==> config.mk <==
export PLATFORM = sky130hd
export DESIGN_NAME = dxtb
export DESIGN_NICKNAME = d
export VERILOG_FILES = /design/src/rtl/dxtb_pkg.sv /design/src/rtl/dxtb_rr.sv /design/src/rtl/dxtb_slot.sv /design/src/rtl/dxtb_pick.sv /design/src/rtl/dxtb.sv
export SDC_FILE = /design/constraint.sdc
export NUM_CORES = 2
export LEC_CHECK = 0
export BUFFER_PORTS_ARGS = -buffer_cell sky130_fd_sc_hd__buf_2
export CAP_MARGIN = 20
export CORE_MARGIN = 3
export CORE_UTILIZATION = 60
export CTS_CLUSTER_SIZE = 10
export DETAILED_ROUTE_END_ITERATION = 8
export PLACE_DENSITY = 0.83
export SYNTH_ARGS = -nofsm -noshare
export SYNTH_HDL_FRONTEND = slang
export SYNTH_SLANG_ARGS = --single-unit
==> constraint.sdc <==
create_clock -name clk -period 6.6 [get_ports clk]
set_clock_uncertainty 0.1 [all_clocks]
set_input_delay 1.32 -clock clk [delete_from_list [all_inputs] [get_ports clk]]
set_output_delay 1.32 -clock clk [all_outputs]
set_load 0.1 [all_outputs]
==> src/rtl/dxtb_pkg.sv <==
package dxtb_pkg;
   typedef enum logic [1:0] {
      PG_8K   = 2'd0,
      PG_64K  = 2'd1,
      PG_512K = 2'd2,
      PG_4M   = 2'd3
   } pg_size_e;

   localparam int PG_CODES = 4;
endpackage

==> src/rtl/dxtb_rr.sv <==
module dxtb_rr #(
   parameter int N     = 32,
   parameter int IDX_W = 5
) (
   input  logic             clk,
   input  logic             rst_n,
   input  logic             adv,
   output logic [IDX_W-1:0] ptr
);
   localparam logic [IDX_W-1:0] LAST = IDX_W'(N - 1);

   always_ff @(posedge clk) begin
      if (!rst_n)
         ptr <= '0;
      else if (adv)
         ptr <= (ptr == LAST) ? '0 : ptr + 1'b1;
   end

   // pointer only moves on an accepted fill
   a_r6_hold: assert property (@(posedge clk) disable iff (!rst_n)
      !adv |=> $stable(ptr));
   a_r6_wrap: assert property (@(posedge clk) disable iff (!rst_n)
      adv && ptr == LAST |=> ptr == '0);
endmodule

==> src/rtl/dxtb_slot.sv <==
module dxtb_slot
   import dxtb_pkg::*;
#(
   parameter int VA_W = 43,
   parameter int PA_W = 34,
   parameter int OFF0 = 13,
   parameter int STEP = 3
) (
   input  logic                 clk,
   input  logic                 rst_n,
   input  logic                 clr,
   input  logic                 load,
   input  logic [VA_W-1:OFF0]   ld_tag,
   input  logic [PA_W-1:OFF0]   ld_pfn,
   input  pg_size_e             ld_size,
   input  logic                 ld_rd,
   input  logic                 ld_wr,
   input  logic [VA_W-1:0]      q_va,
   output logic                 hit,
   output logic [PA_W-1:0]      q_pa,
   output logic                 perm_rd,
   output logic                 perm_wr,
   output logic                 vld
);
   logic [VA_W-1:OFF0] tag_q;
   logic [PA_W-1:OFF0] pfn_q;
   pg_size_e           size_q;
   logic [PA_W-1:0]    base;
   logic               diff;
   int                 off_w;

   always_ff @(posedge clk) begin
      if (!rst_n) begin
         vld     <= 1'b0;
         tag_q   <= '0;
         pfn_q   <= '0;
         size_q  <= PG_8K;
         perm_rd <= 1'b0;
         perm_wr <= 1'b0;
      end else begin
         if (load) begin
            vld     <= 1'b1;
            tag_q   <= ld_tag;
            pfn_q   <= ld_pfn;
            size_q  <= ld_size;
            perm_rd <= ld_rd;
            perm_wr <= ld_wr;
         end
         if (clr)
            vld <= 1'b0;
      end
   end

   always_comb begin
      off_w = OFF0 + STEP * int'(size_q);
      base  = {pfn_q, {OFF0{1'b0}}};
      diff  = 1'b0;
      for (int b = OFF0; b < VA_W; b++)
         if (b >= off_w && tag_q[b] != q_va[b])
            diff = 1'b1;
      for (int b = 0; b < PA_W; b++)
         q_pa[b] = (b < off_w) ? q_va[b] : base[b];
      hit = vld && !diff;
   end

   // a cleared slot is invalid on the next cycle
   a_r7_cleared: assert property (@(posedge clk) disable iff (!rst_n)
      clr |=> !vld);
endmodule

==> src/rtl/dxtb_pick.sv <==
module dxtb_pick #(
   parameter int N = 32,
   parameter int W = 34
) (
   input  logic [N-1:0]   hit_v,
   input  logic [N*W-1:0] pa_flat,
   input  logic [N-1:0]   rd_v,
   input  logic [N-1:0]   wr_v,
   output logic           any,
   output logic [W-1:0]   pa,
   output logic           rd,
   output logic           wr,
   output logic [N-1:0]   grant
);
   logic found;

   always_comb begin
      grant = '0;
      found = 1'b0;
      for (int i = 0; i < N; i++)
         if (hit_v[i] && !found) begin
            grant[i] = 1'b1;
            found    = 1'b1;
         end
      any = found;
      pa  = '0;
      rd  = 1'b0;
      wr  = 1'b0;
      for (int i = 0; i < N; i++)
         if (grant[i]) begin
            pa = pa | pa_flat[i*W +: W];
            rd = rd | rd_v[i];
            wr = wr | wr_v[i];
         end
   end
endmodule

==> src/rtl/dxtb.sv <==
module dxtb
   import dxtb_pkg::*;
#(
   parameter int ENTRIES = 32,
   parameter int VA_W    = 43,
   parameter int PA_W    = 34,
   parameter int OFF0    = 13,
   parameter int STEP    = 3,
   localparam int IDX_W  = (ENTRIES > 1) ? $clog2(ENTRIES) : 1
) (
   input  logic             clk,
   input  logic             rst_n,
   input  logic             lk_valid,
   input  logic [VA_W-1:0]  lk_va,
   input  logic             lk_write,
   output logic             res_valid,
   output logic             res_hit,
   output logic             res_fault,
   output logic             res_ok,
   output logic [PA_W-1:0]  res_pa,
   input  logic             fill_en,
   input  logic [VA_W-1:0]  fill_va,
   input  logic [PA_W-1:0]  fill_pa,
   input  logic [1:0]       fill_size,
   input  logic             fill_rd,
   input  logic             fill_wr,
   input  logic             inv_one,
   input  logic [IDX_W-1:0] inv_idx,
   input  logic             inv_all
);
   localparam int MAX_OFF = OFF0 + STEP * (PG_CODES - 1);

   if (ENTRIES < 2) begin : g_bad_entries
      $error("dxtb: ENTRIES must be at least 2");
   end
   if (MAX_OFF >= PA_W || MAX_OFF >= VA_W) begin : g_bad_offset
      $error("dxtb: largest page offset must be narrower than both addresses");
   end

   logic [IDX_W-1:0]      ptr;
   logic                  adv;
   logic [ENTRIES-1:0]    hit_v, rd_v, wr_v, vld_v, grant;
   logic [ENTRIES*PA_W-1:0] pa_flat;
   logic                  any_hit, sel_rd, sel_wr, flt;
   logic [PA_W-1:0]       sel_pa;

   assign adv = fill_en && !inv_all;

   dxtb_rr #(.N(ENTRIES), .IDX_W(IDX_W)) u_rr (
      .clk(clk), .rst_n(rst_n), .adv(adv), .ptr(ptr)
   );

   for (genvar g = 0; g < ENTRIES; g++) begin : g_slot
      logic clr_g, load_g;
      assign clr_g  = inv_all || (inv_one && inv_idx == IDX_W'(g));
      assign load_g = adv && ptr == IDX_W'(g);

      dxtb_slot #(.VA_W(VA_W), .PA_W(PA_W), .OFF0(OFF0), .STEP(STEP)) u_slot (
         .clk     (clk),
         .rst_n   (rst_n),
         .clr     (clr_g),
         .load    (load_g),
         .ld_tag  (fill_va[VA_W-1:OFF0]),
         .ld_pfn  (fill_pa[PA_W-1:OFF0]),
         .ld_size (pg_size_e'(fill_size)),
         .ld_rd   (fill_rd),
         .ld_wr   (fill_wr),
         .q_va    (lk_va),
         .hit     (hit_v[g]),
         .q_pa    (pa_flat[g*PA_W +: PA_W]),
         .perm_rd (rd_v[g]),
         .perm_wr (wr_v[g]),
         .vld     (vld_v[g])
      );
   end

   dxtb_pick #(.N(ENTRIES), .W(PA_W)) u_pick (
      .hit_v(hit_v), .pa_flat(pa_flat), .rd_v(rd_v), .wr_v(wr_v),
      .any(any_hit), .pa(sel_pa), .rd(sel_rd), .wr(sel_wr), .grant(grant)
   );

   assign flt = any_hit && (lk_write ? !sel_wr : !sel_rd);

   always_ff @(posedge clk) begin
      if (!rst_n) begin
         res_valid <= 1'b0;
         res_hit   <= 1'b0;
         res_fault <= 1'b0;
         res_ok    <= 1'b0;
         res_pa    <= '0;
      end else begin
         res_valid <= lk_valid;
         res_hit   <= lk_valid && any_hit;
         res_fault <= lk_valid && flt;
         res_ok    <= lk_valid && any_hit && !flt;
         res_pa    <= (lk_valid && any_hit) ? sel_pa : '0;
      end
   end

   // at most one winner, and a winner whenever any slot matches
   a_r5_one_winner: assert property (@(posedge clk) disable iff (!rst_n)
      $onehot0(grant) && ((grant == '0) == (hit_v == '0)));
   // a miss returns nothing usable
   a_r3_miss_quiet: assert property (@(posedge clk) disable iff (!rst_n)
      res_valid && !res_hit |-> !res_fault && !res_ok && res_pa == '0);
   // usable and faulting are exclusive and need a hit
   a_r4_ok_needs_hit: assert property (@(posedge clk) disable iff (!rst_n)
      res_ok |-> res_hit && !res_fault);
   // the smallest offset always passes through
   a_r2_low_bits: assert property (@(posedge clk) disable iff (!rst_n)
      lk_valid |=> !res_hit || res_pa[OFF0-1:0] == $past(lk_va[OFF0-1:0]));
   // full clear empties every slot in one cycle
   a_r8_flush: assert property (@(posedge clk) disable iff (!rst_n)
      inv_all |=> vld_v == '0);
endmodule

* Word level (Yosys, flattened, before mapping) *
Index checks and enable logic that the tools add are counted.

operators by class
  muxes and demuxes = 2209
  equal/unequal tests = 1022
  reduce and logical (&&, ||, !) cells = 1226
  bitwise logic cells = 94
  add/sub/neg operators = 33
  magnitude comparators = 2048
  $mul = 32

operators with widths
  operator                                                           number
  greater-or-equal comparator 6 x 32 -> 1 bit, first input constant  512
  < comparator 6 x 32 -> 1 bit, first input constant                 512
  greater-or-equal comparator 7 x 32 -> 1 bit, first input constant  352
  < comparator 5 x 32 -> 1 bit, first input constant                 256
  < comparator 4 x 32 -> 1 bit, first input constant                 128
  greater-or-equal comparator 5 x 32 -> 1 bit, first input constant  96
  2-to-1 mux 1 bit                                                   2176
  < comparator 3 x 32 -> 1 bit, first input constant                 64
  < comparator 7 x 32 -> 1 bit, first input constant                 64
  logical AND 1 bit                                                  1092
  2-to-1 mux 34 bit                                                  32
  OR 34 bit                                                          31
  adder 5 x 32 -> 32 bit, first input constant                       32
  < comparator 1 x 32 -> 1 bit, first input constant                 32
  < comparator 2 x 32 -> 1 bit, first input constant                 32
  inequality test 1 bit                                              960
  equality test 5 bit, second input constant                         32
  multiplier 2 x 2 -> 4 bit, first input constant                    32
  equality test 5 x 4 -> 1 bit, second input constant                16
  logical NOT 1 bit                                                  67
  OR reduction 2 bit                                                 32
  OR 1 bit                                                           62
  equality test 5 x 3 -> 1 bit, second input constant                8
  logical OR 1 bit                                                   32
  7 further kinds                                                    12

storage, ports and cells
  output and inout bits = 38
  word-level logic and storage cells = 6862
  register bits = 1835
  input bits = 136

* Depth between registers and ports, before layout *
  depth in word-level cells = 136
  depth in mapped cells = 18
  depth with buffers taken out = 16

* Modules after synthesis *
Synthesis repeated with hierarchy kept, for this count alone.

second synthesis, totals
  cells, all modules = 11430
  area, all modules = 108207.5 um2

modules (own cells, without submodules)
  module                            area each (um2)  cells each  instances  sequential area each (um2)
  dxtb_slot (g_slot[0].u_slot ...)  3037.9           308         31         1121.1
  dxtb_pick                         9036.2           1357        1          0.0
  dxtb_slot (g_slot[9].u_slot)      3034.2           307         1          1121.1
  dxtb                              1717.9           193         1          760.7
  dxtb_rr                           244.0            25          1          100.1

* Worst setup path after synthesis *
No wires, ideal clock.

  path type = input to register
  from = in lk_va[29]
  to = reg res_pa[22]
  stages on the path = 14
  setup time = 134 ps
  arrival = 4045 ps
  setup slack = 2321 ps
  data required time = 6366 ps
  path buffers = 4
  path through = buf_6 > buf_6 > xnor2_1 > nand4_1 > or4b_4 > or3_4 > nand3_4 > nor3_4 > buf_6 > buf_2 > a32oi_1 > o221ai_1 > a2111oi_2 > a31oi_1

between the ends
  longest elaborated chain between the ends = 114
  elaborated cells between the ends (all ways) = 766
  classes of those cells = eq/ne: 32; mux: 543; bitwise: 31; reduce/logical: 160

ends and longest elaborated chain
  element                               line             source
  start: declaration                    dxtb.sv:14       input logic [VA_W-1:0] lk_va,
  inequality test 1 bit                 dxtb_slot.sv:59  if (b >= off_w && tag_q[b] != q_va[b])
  logical AND 1 bit                     dxtb_slot.sv:59
  2-to-1 mux 1 bit (14 in series)       dxtb_slot.sv:59
  logical NOT 1 bit                     dxtb_slot.sv:63  hit = vld && !diff;
  logical AND 1 bit                     dxtb_slot.sv:63
  2-to-1 mux 1 bit                      dxtb_pick.sv:21  if (hit_v[i] && !found) begin
  logical NOT 1 bit                     dxtb_pick.sv:21
  logical AND 1 bit                     dxtb_pick.sv:21
  (+85 left out)                        n/a
  logical NOT 1 bit                     dxtb_pick.sv:21
  logical AND 1 bit                     dxtb_pick.sv:21
  2-to-1 mux 1 bit                      dxtb_pick.sv:21
  logical NOT 1 bit                     dxtb_pick.sv:21
  logical AND 1 bit                     dxtb_pick.sv:21
  2-to-1 mux 1 bit                      dxtb_pick.sv:21
  logical AND 1 bit                     dxtb.sv:96       res_pa <= (lk_valid && any_hit) ? sel_pa : '0;
  AND reduction 2 bit (no source line)  n/a
  end signal: assignment                dxtb.sv:96
  end: declaration                      dxtb.sv:20       output logic [PA_W-1:0] res_pa,

Several ways; a longest one is shown, not always the timed one.
A chain may end at the register's enable or synchronous reset.

* Worst setup path in the final report *
  from = reg g_slot[0].u_slot.size_q[0]
  to = reg res_ok

between the ends
  longest elaborated chain between the ends = 136
  elaborated cells between the ends (all ways) = 352
  classes of those cells = add/sub: 1; mul: 1; order compare: 30; mux: 158; bitwise: 62; reduce/logical: 100

ends and longest elaborated chain
  element                                      line             source
  start: declaration                           dxtb_slot.sv:27  pg_size_e size_q;
  start signal: assignment                     dxtb_slot.sv:45  size_q <= ld_size;
  multiplier 2 x 2 -> 4 bit (*)                dxtb_slot.sv:55  off_w = OFF0 + STEP * int'(size_q);
  adder 5 x 32 -> 32 bit (*)                   dxtb_slot.sv:55
  greater-or-equal comparator 5 x 32 -> 1 bit  dxtb_slot.sv:59
  logical AND 1 bit                            dxtb_slot.sv:59
  2-to-1 mux 1 bit (29 in series)              dxtb_slot.sv:59
  2-to-1 mux 1 bit (*)                         dxtb_slot.sv:59
  logical NOT 1 bit (*)                        dxtb_slot.sv:63
  logical AND 1 bit (*)                        dxtb_slot.sv:63
  (+92 left out)                               n/a
  logical AND 1 bit                            dxtb_pick.sv:21
  2-to-1 mux 1 bit                             dxtb_pick.sv:21
  2-to-1 mux 1 bit                             dxtb_pick.sv:30  if (grant[i]) begin
  logical NOT 1 bit                            dxtb.sv:82       assign flt = any_hit && (lk_write ? !sel_wr : !sel_rd);
  2-to-1 mux 1 bit                             dxtb.sv:82
  logical AND 1 bit                            dxtb.sv:82
  logical NOT 1 bit                            dxtb.sv:95       res_ok <= lk_valid && any_hit && !flt;
  logical AND 1 bit (*)                        dxtb.sv:95
  end signal: assignment                       dxtb.sv:95
  end: declaration                             dxtb.sv:19       output logic res_ok,

Every way passes the cells marked *; elsewhere a longest branch is shown, timed or not.

==> out/metrics.cfg <==
[synth]
yosys_warnings=0
synth_async_sr_flop_share_pct=0
post_synth.cell_area_avg_sq_um=8.155
synth.top_cells.by_area=sky130_fd_sc_hd__dfxtp_1 39%, sky130_fd_sc_hd__nand2_1 15%, sky130_fd_sc_hd__a21boi_0 14%
synthDistinctLibCells=113
synthesis.nets=11940
number_of_synthesized_flops_with_an_enable_pin=0
synth.top_cell.area_share_pct=38.82
synth_area_sq_mm=0.09463
synth_flop_cell=sky130_fd_sc_hd__dfxtp_1
ys_seq_area_share_pct=38.82
syn-instance-count=11600
ys_seq_elements=1835
post-synth-top-area-cell=sky130_fd_sc_hd__dfxtp_1

[worst_setup_path]
crit_path_max_fanout=13
startpoint_type=flip-flop
required_ps=7240
kind_of_cell_with_the_highest_combined_delay_on_the_critical_path=simple AND/OR/NAND/NOR gates
worstSetupPathType=reg -> reg
most_common_cell_type_on_the_critical_path=sky130_fd_sc_hd__inv_1
path_cells=inv_1 > ha_1 > inv_1 > ha_1 > inv_1 > o311ai_1 > or4_4 > nor4_4 > nor3_4 > and3_1 > a2bb2oi_1 > nand3_1 > nor3_1 > a22oi_2 > and2_1
crit_buf_inv=3
crit_path_end_kind=flip-flop
worst-endpoint-arrival_ps=6510
slowest_delay_ps=630
worst_path_max_delay_cell=sky130_fd_sc_hd__ha_1

[global_route]
globalRouteTotalUtil_pct=39.42
grt_pass1_wl_um=493600
globalRoute.totalOverflow=0
grt_pass1_vias=80480
number_of_antenna_violations_at_the_first_check_in_global_routing=20
maximum_number_of_pins_on_one_net_before_global_route_repair=254

[cells_and_area]
final_cell_area_sq_mm=0.1014
finish.net_count=11560
syn2layout_area_growth_pct=7.189
drive_gt1_share_pct=8.766
layout_common_cells=3,760 x sky130_fd_sc_hd__nand2_1, 1,835 x sky130_fd_sc_hd__dfxtp_1, 1,762 x sky130_fd_sc_hd__a21boi_0, 620 x sky130_fd_sc_hd__xnor2_1, 337 x sky130_fd_sc_hd__xor2_1
utilization_pct=64.86
final_instance_count_excl_fillers=13330
layout_commonest_cell=sky130_fd_sc_hd__nand2_1

[clock_tree]
clock_sinks=1835
tritoncts=yes
post_cts_resized=0
cts.htree.levels=4
cts_max_path_buffers=3
cts.root.buffer_cell=sky130_fd_sc_hd__clkbuf_16
cts.reportedPaths.clkPinSlew_ps=50
cts_setup_buffers=0
postCtsHoldBufs=0
cts_buffers=205
clk_latency_ps=850

[route]
post_detailed_route_via_to_cell_ratio=6.356
drt_pre_antenna_iters=7
vias=84730
detail_route.drc_violations=0
postRouteWirelength_um=332100
dr.first_iter.drc_count=11050
drt.antenna.violating_nets=0
drt-wirelength-per-cell_um=24.91

[placement]
post_dp_cell_area_sq_mm=0.09574
numPortBuffers=147
place.detailed.hpwl_um=219900
gp_congestion=0.9970
pre_cts_ws_ps=217.9
place_inst=13070

[sta]
maxSlewHeadroom_pct=14.98
max_freq_ghz=0.1702
worst_pin_slew_ps=1268
final.hold.worst_slack_ps=362.4
setup_ws_ps=725.0
final-hold-violation-count=0
final-max-slew-violation-count=0
finalCriticalPeriod_ps=5875
setup_viol=0
unrepaired_setup_endpoints_after_global_routing=false
setup_total_negative_slack_ps=0
finalCritPeriodShare_pct=89.02

[floorplanning]
dieArea_sq_mm=0.1625
ioPinCount=174
die_h_um=403.1
start_util_pct=60.51
fp.dieW_um=403.1
core-area_sq_mm=0.1564
core.rowCount=145

[power_and_ir_drop]
totalPowerFinal_mw=22.73
pwr_density_cell_mw_per_mm2=224.1
p_leak_nw=34.22
irDropWorstVdd_uv=264.9

[run]
max_cap_viol_count=0

[min_path]
min-delay-path-class=reg -> reg

[status]
status=completed

[path summary, 6_finish.rpt]
kind,startpoint,end,slack (ps),cells past startpoint
worst min register to register,g_slot[26].u_slot.pfn_q[24]$_SDFFE_PN0P_,g_slot[26].u_slot.pfn_q[24]$_SDFFE_PN0P_,360,2
worst max register to register,g_slot[0].u_slot.size_q[0]$_SDFFE_PN0P_,res_ok$_SDFF_PN0_,720,15
worst min-delay path,g_slot[26].u_slot.pfn_q[24]$_SDFFE_PN0P_,g_slot[26].u_slot.pfn_q[24]$_SDFFE_PN0P_,360,2
worst max-delay path,g_slot[0].u_slot.size_q[0]$_SDFFE_PN0P_,res_ok$_SDFF_PN0_,720,15
[sequential cells by signal, summed over array words and instances (netlist names)]
| name | count |
|---|---|
| res_valid | 1 |
| res_hit | 1 |
| res_ok | 1 |
| u_rr.ptr | 5 |
| g_slot.u_slot.size_q | 64 |
| g_slot.u_slot.pfn_q | 672 |
| g_slot.u_slot.perm_rd | 32 |
| g_slot.u_slot.vld | 32 |
| res_pa | 34 |
| g_slot.u_slot.perm_wr | 32 |
| g_slot.u_slot.tag_q | 960 |
| res_fault | 1 |
[power by group]
group | internal, mW | switching [mW]
clock network | 5.66 | 4.50
registers | 11.1 | 0.0231
logic | 0.457 | 0.984
[Yosys cell counts, drive strengths merged, types with 100 or more instances]
library cell  count
clkbuf          772
nor2            155
a21boi         1762
nor4            100
inv             117
ha              201
xnor2           623
dfxtp          1835
mux2i           198
o21ai           105
mux2            123
nand4           127
xor2            337
buf             268
a21oi           125
nand2          3787
nand3           114
[routing by layer]
metal	GRT usage, %	wire, um
met3	9.609	39380
met5	0	97
met2	59.63	142000
met1	49.99	124700
met4	26.26	25910
[cell families after synthesis]
| group | count (synthesis) | share of synthesized area (%) |
|---|---|---|
| mux | 321 | 3.558 |
| buf+inv | 1157 | 5.769 |
| simple gates | 4570 | 20.12 |
| flops | 1835 | 38.82 |
| xor+xnor | 960 | 8.909 |
| fa+ha+maj | 201 | 2.658 |
| compound gates | 2560 | 20.17 |
[tightest hold or removal path, stage by stage (launching register included)]
cell,delay [ps]
sky130_fd_sc_hd__dfxtp_1,300
sky130_fd_sc_hd__nand2_1,50
sky130_fd_sc_hd__a21boi_0,60
[layout make-up]
class                   instances  area, sq um
diodes                         12        30.03
clock buffers                 230         5368
clock inverters                15        192.7
fillers                     12570        54950
inverters                     117        439.2
multi-input cells            8612        52690
flip-flops and latches       1835        36740
well taps                    2058         2575
repair buffers                451         3410
(Power assumes the default switching activity.)
